<file path="config.mk">
export PLATFORM = sky130hd
export DESIGN_NAME = dbg_trig_regs
export DESIGN_NICKNAME = d
export VERILOG_FILES = /design/src/rtl/dbg_trig_pkg.sv /design/src/rtl/dbg_trig_legalize.sv /design/src/rtl/dbg_trig_slot.sv /design/src/rtl/dbg_trig_regs.sv
export SDC_FILE = /design/constraint.sdc
export NUM_CORES = 1
export LEC_CHECK = 0
export BUFFER_PORTS_ARGS = -buffer_cell sky130_fd_sc_hd__buf_2
export CORE_MARGIN = 3
export CORE_UTILIZATION = 45
export DETAILED_ROUTE_END_ITERATION = 7
export GPL_ROUTABILITY_DRIVEN = 0
export HOLD_SLACK_MARGIN = 0.05
export PLACE_DENSITY = 0.77
export SYNTH_ARGS = -nofsm -noshare
export SYNTH_HDL_FRONTEND = slang
export SYNTH_HIERARCHICAL = 1
export SYNTH_SLANG_ARGS = --single-unit
export TNS_END_PERCENT = 20
</file>
<file path="constraint.sdc">
create_clock -name clk -period 3.21 [get_ports clk]
set_input_delay 0.642 -clock clk [delete_from_list [all_inputs] [get_ports clk]]
set_output_delay 0.642 -clock clk [all_outputs]
set_load 0.01 [all_outputs]
</file>
<file path="src/rtl/dbg_trig_pkg.sv">
// Shared constants for the debug trigger register file.
// Assumes the standard address/data-match control layout in its low bits.
package dbg_trig_pkg;

    // CSR port register decode
    typedef enum logic [1:0] {
        CSR_SELECT = 2'd0,
        CSR_CTRL   = 2'd1,
        CSR_CMP    = 2'd2,
        CSR_EXTRA  = 2'd3
    } csr_sel_e;

    localparam logic [3:0]  TYPE_ADDR_MATCH = 4'd2;
    // mode enables M(6) S(4) U(3), access enables X(2) W(1) R(0)
    localparam logic [63:0] KEEP_BITS       = 64'h5F;
    localparam int          SIZELO_LSB      = 16;
    localparam int          SIZEHI_LSB      = 21;

endpackage

</file>
<file path="src/rtl/dbg_trig_legalize.sv">
// Turns a raw control write into the value that may be stored.
// Assumes XLEN is 32 or 64. Purely combinational.
module dbg_trig_legalize #(
    parameter int XLEN = 32
) (
    input  logic [XLEN-1:0] raw_i,
    output logic [XLEN-1:0] legal_o
);
    import dbg_trig_pkg::*;

    localparam bit WIDE = (XLEN == 64);

    logic [3:0] size_code;
    logic       size_ok;

    // Build the full size code; the high part only exists in the wide variant.
    always_comb begin
        size_code = {(WIDE ? raw_i[SIZEHI_LSB+1:SIZEHI_LSB] : 2'b00),
                     raw_i[SIZELO_LSB+1:SIZELO_LSB]};
        size_ok   = (size_code <= 4'd3) || (size_code == 4'd5);
    end

    // Assemble the legal value: fixed type, clear dmode, kept enables, checked size.
    always_comb begin
        legal_o = raw_i & XLEN'(KEEP_BITS);
        legal_o[XLEN-1:XLEN-4] = TYPE_ADDR_MATCH;
        if (size_ok) begin
            legal_o[SIZELO_LSB+1:SIZELO_LSB] = raw_i[SIZELO_LSB+1:SIZELO_LSB];
            if (WIDE) begin
                legal_o[SIZEHI_LSB+1:SIZEHI_LSB] = raw_i[SIZEHI_LSB+1:SIZEHI_LSB];
            end
        end
    end

endmodule

</file>
<file path="src/rtl/dbg_trig_slot.sv">
// Storage for one trigger: control word, compare address and re-arm pulse.
// Assumes the control input is already legalized. Synchronous active-low reset.
module dbg_trig_slot #(
    parameter int              XLEN     = 32,
    parameter logic [XLEN-1:0] CTRL_RST = '0
) (
    input  logic            clk,
    input  logic            rst_n,
    input  logic            wr_ctrl_i,
    input  logic            wr_cmp_i,
    input  logic [XLEN-1:0] ctrl_i,
    input  logic [XLEN-1:0] cmp_i,
    output logic [XLEN-1:0] ctrl_q,
    output logic [XLEN-1:0] cmp_q,
    output logic            rearm_q
);
    logic ctrl_chg;
    logic cmp_chg;

    // Detect writes that actually alter stored state.
    always_comb begin
        ctrl_chg = wr_ctrl_i && (ctrl_i != ctrl_q);
        cmp_chg  = wr_cmp_i  && (cmp_i  != cmp_q);
    end

    // Hold the trigger registers and register the change pulse.
    always_ff @(posedge clk) begin
        if (!rst_n) begin
            ctrl_q  <= CTRL_RST;
            cmp_q   <= '0;
            rearm_q <= 1'b0;
        end else begin
            if (ctrl_chg) ctrl_q <= ctrl_i;
            if (cmp_chg)  cmp_q  <= cmp_i;
            rearm_q <= ctrl_chg || cmp_chg;
        end
    end

endmodule

</file>
<file path="src/rtl/dbg_trig_regs.sv">
// Machine-mode debug trigger register file: a selector plus per-trigger
// control and compare registers behind one CSR port. Assumes XLEN is 32 or 64
// and that the CSR port issues at most one write per cycle.
module dbg_trig_regs #(
    parameter int XLEN     = 32,
    parameter int NUM_TRIG = 2
) (
    input  logic                           clk,
    input  logic                           rst_n,
    input  logic                           csr_we,
    input  logic [1:0]                     csr_sel,
    input  logic [XLEN-1:0]                csr_wdata,
    output logic [XLEN-1:0]                csr_rdata,
    output logic [NUM_TRIG-1:0][XLEN-1:0]  trig_ctrl_o,
    output logic [NUM_TRIG-1:0][XLEN-1:0]  trig_addr_o,
    output logic [NUM_TRIG-1:0]            trig_rearm_o
);
    import dbg_trig_pkg::*;

    localparam logic [XLEN-1:0] CTRL_RST = XLEN'(TYPE_ADDR_MATCH) << (XLEN - 4);

    csr_sel_e              sel_dec;
    logic [XLEN-1:0]       sel_q;
    logic [XLEN-1:0]       ctrl_legal;
    logic [NUM_TRIG-1:0]   slot_hit;

    assign sel_dec = csr_sel_e'(csr_sel);

    // Selector register keeps the full written word.
    always_ff @(posedge clk) begin
        if (!rst_n) begin
            sel_q <= '0;
        end else if (csr_we && sel_dec == CSR_SELECT) begin
            sel_q <= csr_wdata;
        end
    end

    dbg_trig_legalize #(.XLEN(XLEN)) u_legal (
        .raw_i   (csr_wdata),
        .legal_o (ctrl_legal)
    );

    for (genvar i = 0; i < NUM_TRIG; i++) begin : g_slot
        assign slot_hit[i] = (sel_q == XLEN'(i));

        dbg_trig_slot #(.XLEN(XLEN), .CTRL_RST(CTRL_RST)) u_slot (
            .clk       (clk),
            .rst_n     (rst_n),
            .wr_ctrl_i (csr_we && sel_dec == CSR_CTRL && slot_hit[i]),
            .wr_cmp_i  (csr_we && sel_dec == CSR_CMP  && slot_hit[i]),
            .ctrl_i    (ctrl_legal),
            .cmp_i     (csr_wdata),
            .ctrl_q    (trig_ctrl_o[i]),
            .cmp_q     (trig_addr_o[i]),
            .rearm_q   (trig_rearm_o[i])
        );
    end

    // Read mux; unknown triggers and the third data register read zero.
    always_comb begin
        csr_rdata = '0;
        case (sel_dec)
            CSR_SELECT: csr_rdata = sel_q;
            CSR_CTRL: begin
                for (int i = 0; i < NUM_TRIG; i++) begin
                    if (slot_hit[i]) csr_rdata = trig_ctrl_o[i];
                end
            end
            CSR_CMP: begin
                for (int i = 0; i < NUM_TRIG; i++) begin
                    if (slot_hit[i]) csr_rdata = trig_addr_o[i];
                end
            end
            default: csr_rdata = '0;
        endcase
    end

endmodule

</file>
# Word level (Yosys, flattened, before mapping)
# Index checks and enable logic that the tools add are counted.
totals:
  inputBits: 37
  ff_bits: 114
op_classes:
  muxes: 5
  reduce_logical: 15
  eq_ne: 7
ops:
  columns: ["operator", "n"]
  rows:
  - ["two-way mux 32 bit", 3]
  - ["case mux 32 bit (3 select lines)", 1]
  - ["inequality test 32 bit", 2]
  - ["== test 32 x 1 -> 1 bit, second input constant", 1]
  - ["zero test 32 bit", 1]
  - ["two-way mux 30 bit", 1]
  - ["inequality test 8 bit", 2]
  - ["logical AND 1 bit", 11]
  - ["== test 2 x 1 -> 1 bit, second input constant", 1]
  - ["== test 2 bit, second input constant", 1]
  - ["zero test 2 bit", 1]
  - ["logical OR 1 bit", 2]

# Logic depth before layout (Yosys ltp)
# Gate-level depths: netlist (run 1).
logic_depth:
  ltp_word: 5
  depth_mapped: 8
  ltp_nobuf: 6

# Hierarchy
# The synthesis (run 1) kept the hierarchy.
modules_own_cells:
  columns: ["module", "n_inst", "cells_per_inst", "seq_area_each_um2", "area_per_inst_um2"]
  rows:
  - ["dbg_trig_slot", 2, 366, 1301.2, 3330.7]
  - ["dbg_trig_regs", 1, 309, 640.6, 2565.0]
  - ["dbg_trig_legalize", 1, 34, 0.0, 247.7]

# Worst setup path after synthesis (run 1)
# No wires, ideal clock.
synth_timing:
  kind: "input to output"
  startpoint: "input port csr_sel[0]"
  endpoint: "output port csr_rdata[15]"
  path_buffers: 1
  slack_ns: 1.165
  stages: 4
  arrival_ns: 1.403
  path_cell_list: "nand2b_1 -> buf_1 -> o22ai_1 -> a22o_1"
synth_via:
  elab_chain_len: 2
synth_rtl:
  columns: ["item", "line", "text"]
  rows:
  - ["start: declaration", "dbg_trig_regs.sv:11", "input logic [1:0] csr_sel,"]
  - ["== test 2 bit, or another cell as far along", "dbg_trig_regs.sv:62", "case (sel_dec)"]
  - ["case mux 32 bit (3 select lines) (*)", "dbg_trig_regs.sv:62", null]
  - ["end: declaration", "dbg_trig_regs.sv:13", "output logic [XLEN-1:0] csr_rdata,"]
# Mark *: on every way between the ends. The rest lies on a longest branch, timed or not.

# Final worst setup path (run 1)
layout_timing:
  startpoint: "register sel_q[0]"
  endpoint: "output port csr_rdata[20]"
layout_via:
  elab_chain_len: 4
layout_rtl:
  columns: ["item", "line", "text"]
  rows:
  - ["start: declaration", "dbg_trig_regs.sv:23", "logic [XLEN-1:0] sel_q;"]
  - ["start signal: assignment", "dbg_trig_regs.sv:34", "sel_q <= csr_wdata;"]
  - ["zero test 32 bit", "dbg_trig_regs.sv:44", "assign slot_hit[i] = (sel_q == XLEN'(i));"]
  - ["two-way mux 32 bit (2 in a row)", "dbg_trig_regs.sv:71", "if (slot_hit[i]) csr_rdata = trig_addr_o[i];"]
  - ["case mux 32 bit (3 select lines) (*)", "dbg_trig_regs.sv:62", null]
# Marks and branches as above.

==> results of run 1 <==
[synth_stat cells]
cell type / count
a21boi_0: 20
nor3_1: 1
nand2b_1: 2
buf_6: 7
nor4_1: 15
and4b_1: 2
buf_1: 4
a21oi_1: 1
a22o_1: 31
and3b_1: 1
a21boi_1: 16
a22o_2: 1
clkbuf_1: 36
buf_12: 12
o22ai_1: 32
nor2b_1: 6
o21a_1: 2
and2_1: 1
dfxtp_1: 162
and4_2: 2
mux2i_1: 191
nand4_1: 34
nor2_4: 1
buf_4: 36
conb_1: 2
xnor2_1: 128
nand2_1: 317
nor2_2: 1
buf_2: 11
[cell type report]
class                   instances  area (um2)  share of cell area [%]
multi-input cells             829        5560                    50.8
repair buffers                220        1220                    11.2
flip-flops and latches        162        3250                    29.7
clock buffers                  21         440                    4.02
well taps                     270         338                    3.09
diodes                          2        5.00                  0.0457
clock inverters                11         131                    1.20
[per-layer routing]
metal  part of all wire, %  GRT usage, %
met3                   9.7          6.25
met4                   2.2          7.57
met1                    43          35.4
met5                     0             0
met2                    45          40.4
[cell families (layout without fill, tap and decap cells)]
logic type	count (synthesis)	after routing	synth area share, %
buffers and inverters	106	252	8.39
other	2	26	0.0793
muxes	191	191	20.2
DFF	162	162	34.2
and+or+nand+nor	383	383	17.1
AOI/OAI and AO/OA	103	103	8.15
xor gates and xnor gates	128	128	11.8
[registers in the layout, summed over array words and instances (netlist names)]
signal,cells
g_slot.u_slot/cmp_q,64
g_slot.u_slot/rearm_q,2
g_slot.u_slot/ctrl_q,64
sel_q,32
[critical path, cell delays in order, from the launching register on]
cell and delay [ns]:
dfxtp_4 0.84, buf_4 0.31, mux2i_1 0.28, o22ai_1 0.12, a22o_1 0.21, buf_2 0.15
[power breakdown]
group / leakage, nW / switching [mW] / total [mW] / internal (mW)
logic: 2.49 / 0.347 / 0.551 / 0.203
registers: 1.31 / 0.0444 / 2.08 / 2.04
clock network: 0.264 / 0.873 / 2.03 / 1.15
[stage by stage]
stage | area [um2] | utilization, %
6_report | 11000 | 53.6
5_1_grt | 11000 | 53.6
4_1_cts | 10900 | 53.6
3_5_place_dp | 10400 | 50.8
3_3_place_gp | 10400 | 50.8
2_1_floorplan | 9560 | -
[worst max path at each step]
stage,depth (start not counted),endpoint,slack (ns),start
floorplan,4,csr_rdata[15],1.16,csr_sel[0]
global placement,5,csr_rdata[20],0.71,sel_q[0]
detailed placement,7,g_slot[0].u_slot/rearm_q,0.69,csr_wdata[0]
finish,5,csr_rdata[20],0.20,sel_q[0]
global route,6,csr_rdata[0],0.13,sel_q[0]
CTS,5,csr_rdata[20],0.24,sel_q[0]
==> run summary, run 1 <==
detailed-route via count -> 8,456
Syn Area/Cell -> 8.81 um2
r2r worst-path depth -> 8
proportion of layout cells with a drive suffix above 1 -> 20.8%
Worst R2R Setup Slack -> 0.67 ns
setup tns final -> 0 ns
Post-Place Worst Slack -> 0.689 ns
max_slew headroom -> 50.3%
CTS root buf -> clkbuf_16
area grow syn2layout -> 15.6%
Initial Utilization -> 46.4%
Hold Path Depth -> 2
CTS Buffer Depth -> 2
min Tclk post-route -> 3.01 ns
Yosys warnings -> 6
Final setup violation count -> 0
VDD IR max -> 321 uV
WL/cell -> 20.0 um
final wirelength -> 30,400 um
RSZ-0062 raised after global routing -> no
final cell count without fillers -> 1,515
setup slack after layout -> 0.201 ns
via/cell ratio -> 5.58
hold path endpoint -> sel_q[3]
post-route ant nets -> 0
Yosys cell types -> 29
dominant cell type by area after synthesis -> dfxtp_1
post_cts resized -> 0
final slew viol count -> 0
first-pass GRT wire length -> 44,800 um
Tightest Pin Transition -> 0.745 ns
Post-Syn Instances -> 1,075
fin nets -> 1,267
Crit Reg-Reg Endpoint -> g_slot[1].u_slot/ctrl_q[1]
DRC -> 0
register bit total from synthesis -> 162
vias in the first global route -> 7,772
static leakage -> 4.06 nW
grt total ovfl -> 0
Reg clk slew, reported paths -> 0.07 ns
Die ar. -> 22,800 um2
Hold WC Path Type -> reg -> reg
post-synth top area share -> 34.2%
Synth area leaders -> dfxtp_1, mux2i_1, nand2_1
DIE WIDTH -> 151 um
worst hold slack -> 0.480 ns
status -> completed
antenna violations before repair -> 2
Req. time, crit path -> 2.57 ns
PortBufs -> 198
estimated wirelength of the detail-placed design -> 22,800 um
drt pass-1 iters -> 6
Die Ht -> 151 um
Post-CTS Setup Bufs -> 0
sequential share of the synthesized area -> 34.2%
Max Clock Skew -> 0.00718 ns
GRT Util Overall -> 25.8%
worst r2r src -> sel_q[14]
worst-path fanout max -> 40
clk sinks -> 162
Placed Instances -> 1,481
max cap viols -> 0
Max Clock Freq -> 332 MHz
commonest non-fill, non-tap cells in the layout -> nand2_1, buf_2, mux2i_1, dfxtp_1, xnor2_1
Setup crit end kind -> output pin
core area -> 20,400 um2
most common cell after layout, fill and taps aside -> nand2_1
CTS tree -> built
Worst EP arrival -> 2.37 ns
FP Rows -> 52
I/O pin cnt -> 199
Skew-Pair Late Insertion Delay -> 0.43 ns
fin crit share -> 93.8%
DRT iter0 DRCs -> 883
TritonCTS buffer count -> 17
fillers -> 1,886
H-tree levels -> 4
Fin. Hold Viols -> 0
Mapped Area -> 9470 um2
Pwr per Cell Area -> 426 nW/um2
largest net degree at the start of global routing -> 89
hold buffers post-CTS -> 0
CP startpoint kind -> flip-flop
hold wc startpoint -> sel_q[3]
Power Total -> 4.66 mW
kind of critical path -> reg -> out
(Power assumes the default switching activity.)
==> run 2: changes to the inputs <==
- CORE_UTILIZATION: 45 -> 29
- CTS_CLUSTER_DIAMETER: not set -> 40
- PLACE_DENSITY: 0.77 -> 0.57
==> run 2 against run 1 <==
  * Sequential share of layout area fell by 0.59 points
  * Die area rose by 53%
  * Global-route usage fell by 6.8 points
  * Sequential power barely moved
  * Critical path type unchanged
  * Final cell count rose by 11%
  * Total power rose by 0.53%
  * Cell area rose by 2.0%
  * Register-to-register slack got worse by 0.23 ns
  * Non-clock buffer count fell by 1
  * Clock power barely moved
==> run summary, run 2 (synthesis results as in run 1) <==
DIE WIDTH -> 187 um
core area -> 31,900 um2
static leakage -> 4.07 nW
Crit. Startpoint -> sel_q[14]
biggest regs -> g_slot.u_slot/cmp_q (64), g_slot.u_slot/ctrl_q (64), sel_q (32)
vias in the first global route -> 7,807
CP startpoint kind -> flip-flop
CTS tree -> built
Die ar. -> 34,900 um2
CP max stage cell -> nor4_1
setup tns final -> 0 ns
H-tree levels -> 4
Initial Utilization -> 29.7%
proportion of layout cells with a drive suffix above 1 -> 21.0%
CTS Buffer Depth -> 2
detailed-route via count -> 8,129
Max Clock Skew -> 0.0142 ns
via/cell ratio -> 4.85
min Tclk post-route -> 3.07 ns
Max Clock Freq -> 326 MHz
DRC -> 0
DRT iter0 DRCs -> 615
Post-CTS Setup Bufs -> 0
Pwr per Cell Area -> 419 nW/um2
Layout Utilization -> 35.1%
fillers -> 3,385
clk sinks -> 162
TritonCTS buffer count -> 17
worst hold slack -> 0.483 ns
fin nets -> 1,266
max cap viols -> 0
RSZ-0062 raised after global routing -> no
Crit path largest cell delay -> 0.41 ns
largest net degree at the start of global routing -> 97
commonest non-fill, non-tap cells in the layout -> nand2_1, buf_2, mux2i_1, dfxtp_1, xnor2_1
final cell count without fillers -> 1,677
hold buffers post-CTS -> 0
FP Rows -> 65
GRT Util Overall -> 19.0%
final slew viol count -> 0
most common cell after layout, fill and taps aside -> nand2_1
antenna violations before repair -> 1
placed inst area -> 10,600 um2
area occupied by multi-input gates -> 5570 um2
Design Area, Final -> 11,200 um2
WL/cell -> 20.4 um
Setup crit end kind -> output pin
grt total ovfl -> 0
Hold WC Path Type -> reg -> reg
PortBufs -> 198
worst r2r src -> sel_q[14]
crit path cell chain -> nor4_1 > nand4_1 > nor2_4 > buf_6 > a22o_1 > buf_2
hold wc startpoint -> sel_q[2]
final wirelength -> 34,100 um
Tightest Pin Transition -> 0.743 ns
I/O pin cnt -> 199
register area -> 3250 um2
Req. time, crit path -> 2.57 ns
Final setup violation count -> 0
area grow syn2layout -> 17.9%
Placed Instances -> 1,645
status -> completed
drt pass-1 iters -> 5
Skew-Pair Late Insertion Delay -> 0.43 ns
VDD IR max -> 376 uV
first-pass GRT wire length -> 50,200 um
CTS root buf -> clkbuf_16
Die Ht -> 187 um
estimated wirelength of the detail-placed design -> 26,200 um
fin crit share -> 95.6%
Worst EP arrival -> 2.43 ns
Fin. Hold Viols -> 0
max_slew headroom -> 50.3%
worst-path fanout max -> 31
Reg clk slew, reported paths -> 0.07 ns
kind of critical path -> reg -> out
post-route ant nets -> 0
-- run 2: cell types whose count changed in the layout (fill, tap and decap cells not counted), moves of 2 or more --
| cell | change |
|---|---|
| inv_6 | +8 |
| clkbuf_1 | -4 |
| buf_4 | -3 |
| clkinv_4 | -3 |
| clkbuf_8 | +2 |
| clkinvlp_4 | -2 |
-- run 2: critical path, delay by kind of cell (launching register included) --
family	cells	cell delay, ns
compound gates	1	0.26
buf+inv	2	0.44
flops	1	0.33
simple gates	3	0.97
-- run 2: path summary, 6_finish.rpt --
check	to	slack (ns)	cells past startpoint
max	csr_rdata[11]	0.14	6
min	sel_q[2]	0.48	2
max reg2reg	g_slot[0].u_slot/cmp_q[5]	0.44	7
min reg2reg	sel_q[2]	0.48	2
-- run 2: layer usage --
metal | vias to the layer above | routed length (um) | global-route usage [%]
li1 | 3926 | - | -
met1 | 3878 | 15400 | 25.3
met2 | 292 | 15500 | 30.3
met3 | 33 | 2450 | 4.79
met4 | 0 | 716 | 5.64
met5 | - | 0 | 0
-- run 2: final cells by class --
class | count | share of cell area (%)
multi-input combinational | 829 | 49.8
clock buffer | 18 | 3.93
timing repair buffer | 219 | 11.1
tap | 435 | 4.87
clock inverter | 13 | 1.21
sequential | 162 | 29.1
antenna | 1 | 0.0224
-- run 2: per-stage QoR --
| step | power, mW | setup WS, ns |
|---|---|---|
| floorplan | 2.52 | 1.16 |
| global placement | 2.67 | 0.542 |
| detailed placement | 2.68 | 0.542 |
| CTS | 4.72 | 0.108 |
| global route | 4.85 | 0.0499 |
| finish | 4.68 | 0.141 |
-- run 2: power by group --
group	switching, mW	leakage, nW	internal (mW)
Sequential	0.0429	1.31	2.04
Combinational	0.358	2.49	0.204
Clock	0.927	0.278	1.11
Total	1.33	4.07	3.36
-- run 2: what timing repair did --
action	4_1_cts	5_1_grt
endpoints found under the hold margin	0	0
endpoints found under the setup margin	0	31
resized for setup	0	2
==> run 3: changes to the inputs <==
- PLACE_DENSITY: 0.57 -> not set
==> run 3 against run 2 <==
  * Clock skew up 0.0099 ns
  * Non-clock buffer count decreased by 3
  * Count of clock-buffer cells in the layout is the same
  * Register-to-register slack lost 0.12 ns
  * Critical endpoint is now csr_rdata[27]
  * Highest routed layer is now met5
==> run summary, run 3 (synthesis results as in run 1) <==
I/O pin cnt -> 199
largest net degree at the start of global routing -> 84
fin nets -> 1,263
clk sinks -> 162
proportion of layout cells with a drive suffix above 1 -> 20.7%
Design Area, Final -> 11,100 um2
grt total ovfl -> 0
Skew-Pair Late Insertion Delay -> 0.44 ns
crit path cell chain -> buf_12 > mux2i_1 > o22ai_1 > a22o_1 > buf_2
placed inst area -> 10,500 um2
Crit path largest cell delay -> 0.81 ns
CTS root buf -> clkbuf_16
hold buffers post-CTS -> 0
drt pass-1 iters -> 6
detailed-route via count -> 8,141
max_slew headroom -> 27.2%
min Tclk post-route -> 3.06 ns
setup tns final -> 0 ns
FP Rows -> 65
Pwr per Cell Area -> 420 nW/um2
Die Ht -> 187 um
final slew viol count -> 0
via/cell ratio -> 4.86
worst-path fanout max -> 39
most common cell after layout, fill and taps aside -> nand2_1
core area -> 31,900 um2
fin crit share -> 95.5%
CP max stage cell -> dfxtp_4
Req. time, crit path -> 2.57 ns
Post-CTS Setup Bufs -> 0
area grow syn2layout -> 17.2%
estimated wirelength of the detail-placed design -> 25,700 um
commonest non-fill, non-tap cells in the layout -> nand2_1, buf_2, mux2i_1, dfxtp_1, xnor2_1
CP startpoint kind -> flip-flop
status -> completed
Initial Utilization -> 29.7%
Worst R2R Setup Slack -> 0.32 ns
Die ar. -> 34,900 um2
vias in the first global route -> 7,767
Crit Reg-Reg Endpoint -> g_slot[1].u_slot/ctrl_q[1]
max cap viols -> 0
CTS tree -> built
Hold WC Path Type -> reg -> reg
post_cts resized -> 0
Tightest Pin Transition -> 1.09 ns
Final setup violation count -> 0
Max Clock Skew -> 0.0241 ns
biggest regs -> g_slot.u_slot/cmp_q (64), g_slot.u_slot/ctrl_q (64), sel_q (32)
r2r worst-path depth -> 8
Reg clk slew, reported paths -> 0.07 ns
Setup crit end kind -> output pin
WL/cell -> 20.1 um
TritonCTS buffer count -> 17
Worst EP arrival -> 2.42 ns
static leakage -> 4.04 nW
Fin. Hold Viols -> 0
CP endpoint -> csr_rdata[27]
Crit. Startpoint -> sel_q[0]
DIE WIDTH -> 187 um
final wirelength -> 33,600 um
first-pass GRT wire length -> 50,000 um
H-tree levels -> 4
post-route ant nets -> 0
kind of critical path -> reg -> out
antenna violations before repair -> 2
Max Clock Freq -> 326 MHz
GRT Util Overall -> 18.8%
DRC -> 0
RSZ-0062 raised after global routing -> no
CTS Buffer Depth -> 2
DRT iter0 DRCs -> 842
VDD IR max -> 319 uV
fillers -> 3,388
worst r2r src -> sel_q[31]
PortBufs -> 198
run 3: metrics by stage:
step	hold WS [ns]	utilization, %	instances	power [mW]	worst slack (ns)
finish	0.479	34.8	1675	4.66	0.145
global route	0.495	34.8	1675	4.83	0.00694
CTS	0.481	34.8	1674	4.69	0.103
detailed placement	0.470	33.0	1642	2.67	0.337
global placement	0.459	33.0	1642	2.66	0.374
floorplan	0.448	-	1097	2.52	1.16
run 3: cell type report:
| class | instances | area, um2 | share of cell area (%) |
|---|---|---|---|
| Clock inverter | 14 | 141 | 1.27 |
| Clock buffer | 18 | 429 | 3.87 |
| Tap cell | 435 | 544 | 4.90 |
| Timing Repair Buffer | 216 | 1170 | 10.6 |
| Multi-Input combinational cell | 829 | 5560 | 50.1 |
| Sequential cell | 162 | 3250 | 29.2 |
| Antenna cell | 1 | 2.50 | 0.0225 |
run 3: how the worst min path moves through the flow:
| stage | slack (ns) | depth (start not counted) | startpoint | end |
|---|---|---|---|---|
| after global routing | 0.50 | 3 | csr_wdata[21] | sel_q[21] |
| after floorplan | 0.45 | 2 | sel_q[31] | sel_q[31] |
| after CTS | 0.48 | 2 | sel_q[23] | sel_q[23] |
| after global placement | 0.46 | 2 | sel_q[1] | sel_q[1] |
| final | 0.48 | 2 | sel_q[23] | sel_q[23] |
| after detailed placement | 0.47 | 2 | sel_q[23] | sel_q[23] |
run 3: worst max-delay path: cells and delay by family, from the launching register on:
kind | cells | cell delay (ns)
buffers and inverters | 2 | 0.47
multiplexers | 1 | 0.33
flip-flops | 1 | 0.81
AO/OA/AOI/OAI | 2 | 0.38
run 3: power breakdown:
part           switching (mW)  total (mW)  leakage, nW  internal, mW
combinational           0.355       0.553         2.46         0.198
clock                   0.936        2.03        0.273          1.09
sequential             0.0406        2.08         1.31          2.04
run 3: metal layers:
metal | global-route usage (%) | vias up | wire, um
li1 | - | 3916 | -
met1 | 25.5 | 3903 | 15500
met2 | 29.7 | 281 | 15300
met3 | 4.60 | 39 | 2110
met4 | 5.82 | 2 | 783
met5 | 0 | - | 12
